--- src/rtl/word_byte_packer.sv ---
module word_byte_packer #(
  parameter int SIZE_W = 14
) (
  input  logic              clk,
  input  logic              rst,
  input  logic              cfg_we,
  input  logic [31:0]       cfg_wdata,
  input  logic [SIZE_W-1:0] pkt_len,
  input  logic              wr_valid,
  output logic              wr_ready,
  input  logic [31:0]       wr_data,
  output logic              out_valid,
  input  logic              out_ready,
  output logic [7:0]        out_byte
);
  localparam int CNT_W = 14;

  logic              msb_first;
  logic [1:0]        st_off, end_off;
  logic [CNT_W-1:0]  wcount;
  logic [SIZE_W-1:0] rem;
  logic [31:0]       hold;
  logic [1:0]        ptr;
  logic [2:0]        left;

  logic [31:0] ord;
  logic [2:0]  lead, avail, keep;
  logic        wr_fire, rem_small;

  for (genvar i = 0; i < 4; i++) begin : g_ord
    assign ord[8*i +: 8] = msb_first ? wr_data[31-8*i -: 8] : wr_data[8*i +: 8];
  end

  assign wr_fire   = wr_valid && wr_ready;
  assign lead      = (wcount != '0) ? {1'b0, st_off} : 3'd0;
  assign avail     = 3'd4 - lead;
  assign rem_small = rem < SIZE_W'(4);

  always_comb begin
    if (rem_small)
      keep = (rem[2:0] < avail) ? rem[2:0] : avail;
    else if (wcount == '0)
      keep = ({1'b0, end_off} >= avail) ? 3'd0 : avail - {1'b0, end_off};
    else
      keep = avail;
  end

  always_ff @(posedge clk) begin
    if (rst) begin
      msb_first <= 1'b0;
      st_off    <= '0;
      end_off   <= '0;
      wcount    <= '0;
      rem       <= '0;
    end else if (cfg_we) begin
      msb_first <= cfg_wdata[24];
      st_off    <= cfg_wdata[19:18];
      end_off   <= cfg_wdata[17:16];
      wcount    <= cfg_wdata[13:0];
      rem       <= pkt_len;
    end else if (wr_fire) begin
      if (wcount != '0) begin
        wcount <= wcount - CNT_W'(1);
        st_off <= '0;
      end
      rem <= rem - SIZE_W'(keep);
    end
  end

  always_ff @(posedge clk) begin
    if (rst) begin
      hold <= '0;
      ptr  <= '0;
      left <= '0;
    end else if (wr_fire) begin
      hold <= ord;
      ptr  <= lead[1:0];
      left <= keep;
    end else if (out_valid && out_ready) begin
      ptr  <= ptr + 2'd1;
      left <= left - 3'd1;
    end
  end

  assign wr_ready  = (left == 3'd0);
  assign out_valid = (left != 3'd0);
  assign out_byte  = hold[8*ptr +: 8];

  p_stall_hold_r7: assert property (@(posedge clk) disable iff (rst)
    out_valid && !out_ready |=> out_valid && $stable(out_byte));

  p_empty_word_r8: assert property (@(posedge clk) disable iff (rst)
    wr_fire && keep == 3'd0 |=> wr_ready && !out_valid);

  p_cnt_hold_r4: assert property (@(posedge clk) disable iff (rst)
    wcount == '0 && !cfg_we |=> wcount == '0);

  p_cnt_dec_r4: assert property (@(posedge clk) disable iff (rst)
    wr_fire && wcount != '0 && !cfg_we |=> wcount == $past(wcount) - CNT_W'(1));

  p_start_clear_r3: assert property (@(posedge clk) disable iff (rst)
    wr_fire && wcount != '0 && !cfg_we |=> st_off == 2'd0);

  p_end_keep_r5: assert property (@(posedge clk) disable iff (rst)
    !cfg_we |=> $stable(end_off));

  p_rem_bound_r6: assert property (@(posedge clk) disable iff (rst)
    wr_fire && rem_small |=> {1'b0, left} <= 4'($past(rem)));
endmodule

--- config.mk ---
export PLATFORM = sky130hd
export DESIGN_NAME = word_byte_packer
export DESIGN_NICKNAME = d
export VERILOG_FILES = /design/src/rtl/word_byte_packer.sv
export SDC_FILE = /design/constraint.sdc
export NUM_CORES = 1
export LEC_CHECK = 0
export ABC_AREA = 1
export ABC_CLOCK_PERIOD_IN_PS = 3800
export BUFFER_PORTS_ARGS = -buffer_cell sky130_fd_sc_hd__clkbuf_2
export CORE_AREA = 2 2 89 91
export CTS_BUF_LIST = sky130_fd_sc_hd__clkbuf_8
export DETAILED_ROUTE_END_ITERATION = 10
export DIE_AREA = 0 0 91 93
export GPL_TIMING_DRIVEN = 0
export PLACE_DENSITY = 0.92
export SLEW_MARGIN = 10
export SYNTH_ARGS = -nofsm -noshare
export SYNTH_HDL_FRONTEND = slang
export SYNTH_SLANG_ARGS = --single-unit
--- constraint.sdc ---
create_clock -name clk -period 3.8 [get_ports clk]
set_input_delay 0.76 -clock clk [delete_from_list [all_inputs] [get_ports clk]]
set_output_delay 0.76 -clock clk [all_outputs]
set_load 0.02 [all_outputs]
==> flow_summary.html <==
<table>
<tr><th>Metric</th><th>Value</th></tr>
<tr><th colspan="2">Drt</th></tr>
<tr><td>Number of remaining DRC errors</td><td>0</td></tr>
<tr><td>Number of optimization iterations in the first detailed-route pass</td><td>5</td></tr>
<tr><td>Drt first-iter violations</td><td>between 300 and 400</td></tr>
<tr><td>Ratio of routed vias to standard cells</td><td>5.74</td></tr>
<tr><td>Final routed wirelength across all metal layers</td><td>about 12000 µm</td></tr>
<tr><td>Antenna-violating nets left</td><td>0</td></tr>
<tr><td>Routed WL per cell</td><td>between 15 and 20 µm</td></tr>
<tr><td>Vias</td><td>4428</td></tr>
<tr><th colspan="2">Critical path</th></tr>
<tr><td>Count of buffering cells on the critical path with inverters included</td><td>4</td></tr>
<tr><td>Crit-path slowest cell</td><td>fa_1</td></tr>
<tr><td>Worst EP arrival</td><td>3890 ps</td></tr>
<tr><td>Delay-heaviest family, CP</td><td>simple AND/OR/NAND/NOR gates</td></tr>
<tr><td>CP Data Required Time</td><td>roughly 4000 ps</td></tr>
<tr><td>Startpoint Class</td><td>flop</td></tr>
<tr><td>CP Max Fanout</td><td>5</td></tr>
<tr><td>Max incr delay on CP</td><td>between 400 and 500 ps</td></tr>
<tr><td>Type of destination of the critical path</td><td>flop</td></tr>
<tr><td>CP Class</td><td>reg2reg</td></tr>
<tr><th colspan="2">Logic synthesis</th></tr>
<tr><td>Proportion of netlist area held by the largest area contributor</td><td>33.3%</td></tr>
<tr><td>Share of flip-flops with an asynchronous set or reset</td><td>0%</td></tr>
<tr><td>Synthesized netlist net count</td><td>about 670</td></tr>
<tr><td>Yosys cell types</td><td>45</td></tr>
<tr><td>Top cells by area in the synthesized netlist</td><td>dfxtp_1 (33%), o21ai_0 (8.1%), nand2_1 (8.0%)</td></tr>
<tr><td>Number of instances in the synthesized netlist</td><td>between 500 and 600</td></tr>
<tr><td>Synthesis warning total</td><td>0</td></tr>
<tr><td>Netlist area before placement</td><td>4210 µm²</td></tr>
<tr><td>FF+latch count, synth</td><td>70</td></tr>
<tr><td>Mean cell area of the mapped netlist</td><td>7.40 µm²</td></tr>
<tr><td>Cell taking the most area after synthesis</td><td>dfxtp_1</td></tr>
<tr><td>EDFF count, synth</td><td>0</td></tr>
<tr><td>Sequential area share after synthesis</td><td>approximately a third</td></tr>
<tr><td>Main synth FF type</td><td>dfxtp_1</td></tr>
<tr><th colspan="2">Final layout</th></tr>
<tr><td>Most frequent standard cell in the layout excluding fill and tap cells</td><td>nand2_1</td></tr>
<tr><td>Final Util</td><td>66.6%</td></tr>
<tr><td>Total number of nets in the final design</td><td>about 760</td></tr>
<tr><td>Antenna fix cells</td><td>0</td></tr>
<tr><td>Non-Filler Cell Area, Final</td><td>about 5000 µm²</td></tr>
<tr><td>Final instance count without filler cells</td><td>just under 800</td></tr>
<tr><td>Fraction of layout instances using a drive strength above 1</td><td>between 20 and 25%</td></tr>
<tr><td>Most frequent cells in the layout</td><td>nand2_1 (88), clkbuf_2 (79), dfxtp_1 (69)</td></tr>
<tr><td>Synth-to-layout area growth</td><td>19.1%</td></tr>
<tr><td>Register cell area after layout</td><td>about 1400 µm²</td></tr>
<tr><td>Filler Cell Count</td><td>633</td></tr>
<tr><td>Area of the multi-input gates</td><td>~2600 µm²</td></tr>
<tr><th colspan="2">CTS</th></tr>
<tr><td>H-tree depth reported by CTS</td><td>3</td></tr>
<tr><td>TritonCTS clock tree</td><td>done</td></tr>
<tr><td>Number of buffers inserted during clock tree synthesis</td><td>9</td></tr>
<tr><td>Quantity of hold-fixing buffers added after cts</td><td>0</td></tr>
<tr><td>Worst-path clk slew</td><td>about 80 ps</td></tr>
<tr><td>Clock latency on the worst-skew pair</td><td>approximately 370 ps</td></tr>
<tr><td>Maximum number of buffers from clock root to sink</td><td>2</td></tr>
<tr><td>Clk root buf</td><td>clkbuf_8</td></tr>
<tr><td>Number of clock sinks</td><td>70</td></tr>
<tr><th colspan="2">Die</th></tr>
<tr><td>Area of the die</td><td>8460 µm²</td></tr>
<tr><td>Number of rows in the core area</td><td>32</td></tr>
<tr><td>Height of the die</td><td>about 93 µm</td></tr>
<tr><td>Initial cell density of the core</td><td>a little under three fifths</td></tr>
<tr><td>Count of pins on the block boundary</td><td>93</td></tr>
<tr><td>Core area</td><td>7530 µm²</td></tr>
<tr><td>Chip width</td><td>around 90 µm</td></tr>
<tr><th colspan="2">Pwr</th></tr>
<tr><td>P_leak</td><td>between 2 and 2.5 nW</td></tr>
<tr><td>Total power consumption of the routed design</td><td>around 3.2 mW</td></tr>
<tr><td>Worst voltage drop across the vdd grid</td><td>approximately 0.40 mV</td></tr>
<tr><td>Power density over cell area</td><td>640 nW/µm²</td></tr>
<tr><th colspan="2">Timing</th></tr>
<tr><td>Hold violation total from the final report</td><td>0</td></tr>
<tr><td>Max Fclk</td><td>0.272 GHz</td></tr>
<tr><td>Fraction of the cycle the final worst path needs</td><td>a little over nine tenths</td></tr>
<tr><td>Worst clock skew on the final layout</td><td>around 13 ps</td></tr>
<tr><td>Worst Tran Pin Value</td><td>approximately 650 ps</td></tr>
<tr><td>Headroom to the max-slew limit</td><td>a little under three fifths</td></tr>
<tr><td>Setup-violating endpoint count in the final report</td><td>0</td></tr>
<tr><td>Final worst-path setup slack</td><td>~120 ps</td></tr>
<tr><td>Final TNS setup</td><td>0 ps</td></tr>
<tr><td>Hold slack final</td><td>475 ps</td></tr>
<tr><td>Max-slew violations</td><td>0</td></tr>
<tr><td>Final Critical Period</td><td>~3700 ps</td></tr>
<tr><th colspan="2">Global route</th></tr>
<tr><td>First-pass GRT wire length</td><td>~19000 µm</td></tr>
<tr><td>Antenna violations before repair</td><td>0</td></tr>
<tr><td>Pin count of the biggest net entering global routing</td><td>13</td></tr>
<tr><td>Global-route usage over all layers</td><td>between 20% and 30%</td></tr>
<tr><td>Vias in the first global route</td><td>4166</td></tr>
<tr><td>Remaining Overflow, GRT</td><td>0</td></tr>
<tr><th colspan="2">Placement</th></tr>
<tr><td>Last weighted congestion value of the routability-driven placer</td><td>~0.97</td></tr>
<tr><td>Detailed placement HPWL</td><td>between 8000 and 9000 µm</td></tr>
<tr><td>Placed Cells incl. Taps</td><td>750</td></tr>
<tr><td>Number of buffers inserted by port buffering</td><td>between 70 and 80</td></tr>
<tr><td>Dpl ws</td><td>-161 ps</td></tr>
<tr><td>Placed instance area</td><td>roughly 4700 µm²</td></tr>
<tr><th colspan="2">Min path</th></tr>
<tr><td>Class of the tightest hold or removal check</td><td>reg2reg</td></tr>
<tr><th colspan="2">Job</th></tr>
<tr><td>Max-cap violation count</td><td>0</td></tr>
<tr><th colspan="2">Run status</th></tr>
<tr><td>Status</td><td>finished clean</td></tr>
</table>
## registers in the layout, summed over array words and instances (netlist names)
| signal | count |
|---|---|
| hold | 32 |
| rem | 14 |
| wcount | 14 |
| left | 3 |
| end_off | 2 |
| ptr | 2 |
| st_off | 2 |
| msb_first | 1 |
## report_power, final
part / switching (mW) / internal (mW) / leakage [nW] / total [mW]
Sequential: 0.160 / 0.939 / 0.579 / 1.10
Clock: 0.305 / 0.232 / 0.0813 / 0.536
Combinational: 0.992 / 0.578 / 1.57 / 1.57
Total: 1.46 / 1.75 / 2.23 / 3.21
## cells by family (layout without fill, tap and decap cells)
| family | Yosys count | in the layout | synth area share (%) |
|---|---|---|---|
| and+or+nand+nor | 197 | 197 | 22.3 |
| muxes | 32 | 32 | 7.61 |
| xor gates and xnor gates | 11 | 11 | 2.29 |
| buffers and inverters | 78 | 178 | 7.55 |
| DFF | 70 | 70 | 33.3 |
| adders and majority gates | 15 | 15 | 5.00 |
| AOI/OAI and AO/OA | 166 | 166 | 21.9 |
## final timing paths
path	startpoint	to	slack [ps]	cells past startpoint
setup / recovery	wcount[0]	rem[13]	120	25
hold / removal	st_off[1]	st_off[1]	470	2
setup reg to reg	wcount[0]	rem[13]	120	25
hold reg to reg	st_off[1]	st_off[1]	470	2
## synth_stat cells, types with 4 or more instances
cell type and n:
o22ai_1 8, a21oi_1 55, nor3_1 6, inv_1 45
nand2_2 7, mux2i_1 32, nand3_1 13, o21ai_0 68
nand2_4 4, nor2_1 47, xor2_1 6, nand2_1 90
buf_2 9, ha_1 12, dfxtp_1 70, xnor2_1 5
nor2_2 7, nand4_1 5, o211ai_1 7, clkbuf_1 18
a31oi_1 16
## timing repair
item	in CTS	in global routing
pin swaps	2	10
setup endpoints to repair	6	10
setup buffers	0	6
resized for setup	6	17
## tightest hold or removal path, stage by stage (launching register included)
cell     delay (ps)
dfxtp_1         320
nand2_1          60
a21oi_1          50
## metal layers
metal	vias to the layer above	GRT usage (%)	part of all wire, %	wire [µm]
li1	2136	-	-	-
met3	39	5.16	7.7	925
met5	-	0	0	0
met1	2036	35.8	42	5010
met4	0	11.9	3.0	358
met2	217	46.5	47	5670
## final cells by class
cell class | instances | share of cell area, %
Tap cell | 102 | 2.55
Clock inverter | 6 | 0.774
Clock buffer | 9 | 2.47
Buffer | 30 | 2.70
Inverter | 48 | 3.65
Timing Repair Buffer | 85 | 8.79
Multi-Input combinational cell | 421 | 51.1
Sequential cell | 70 | 28.0
Note: power is estimated with default switching activity, not from simulation.
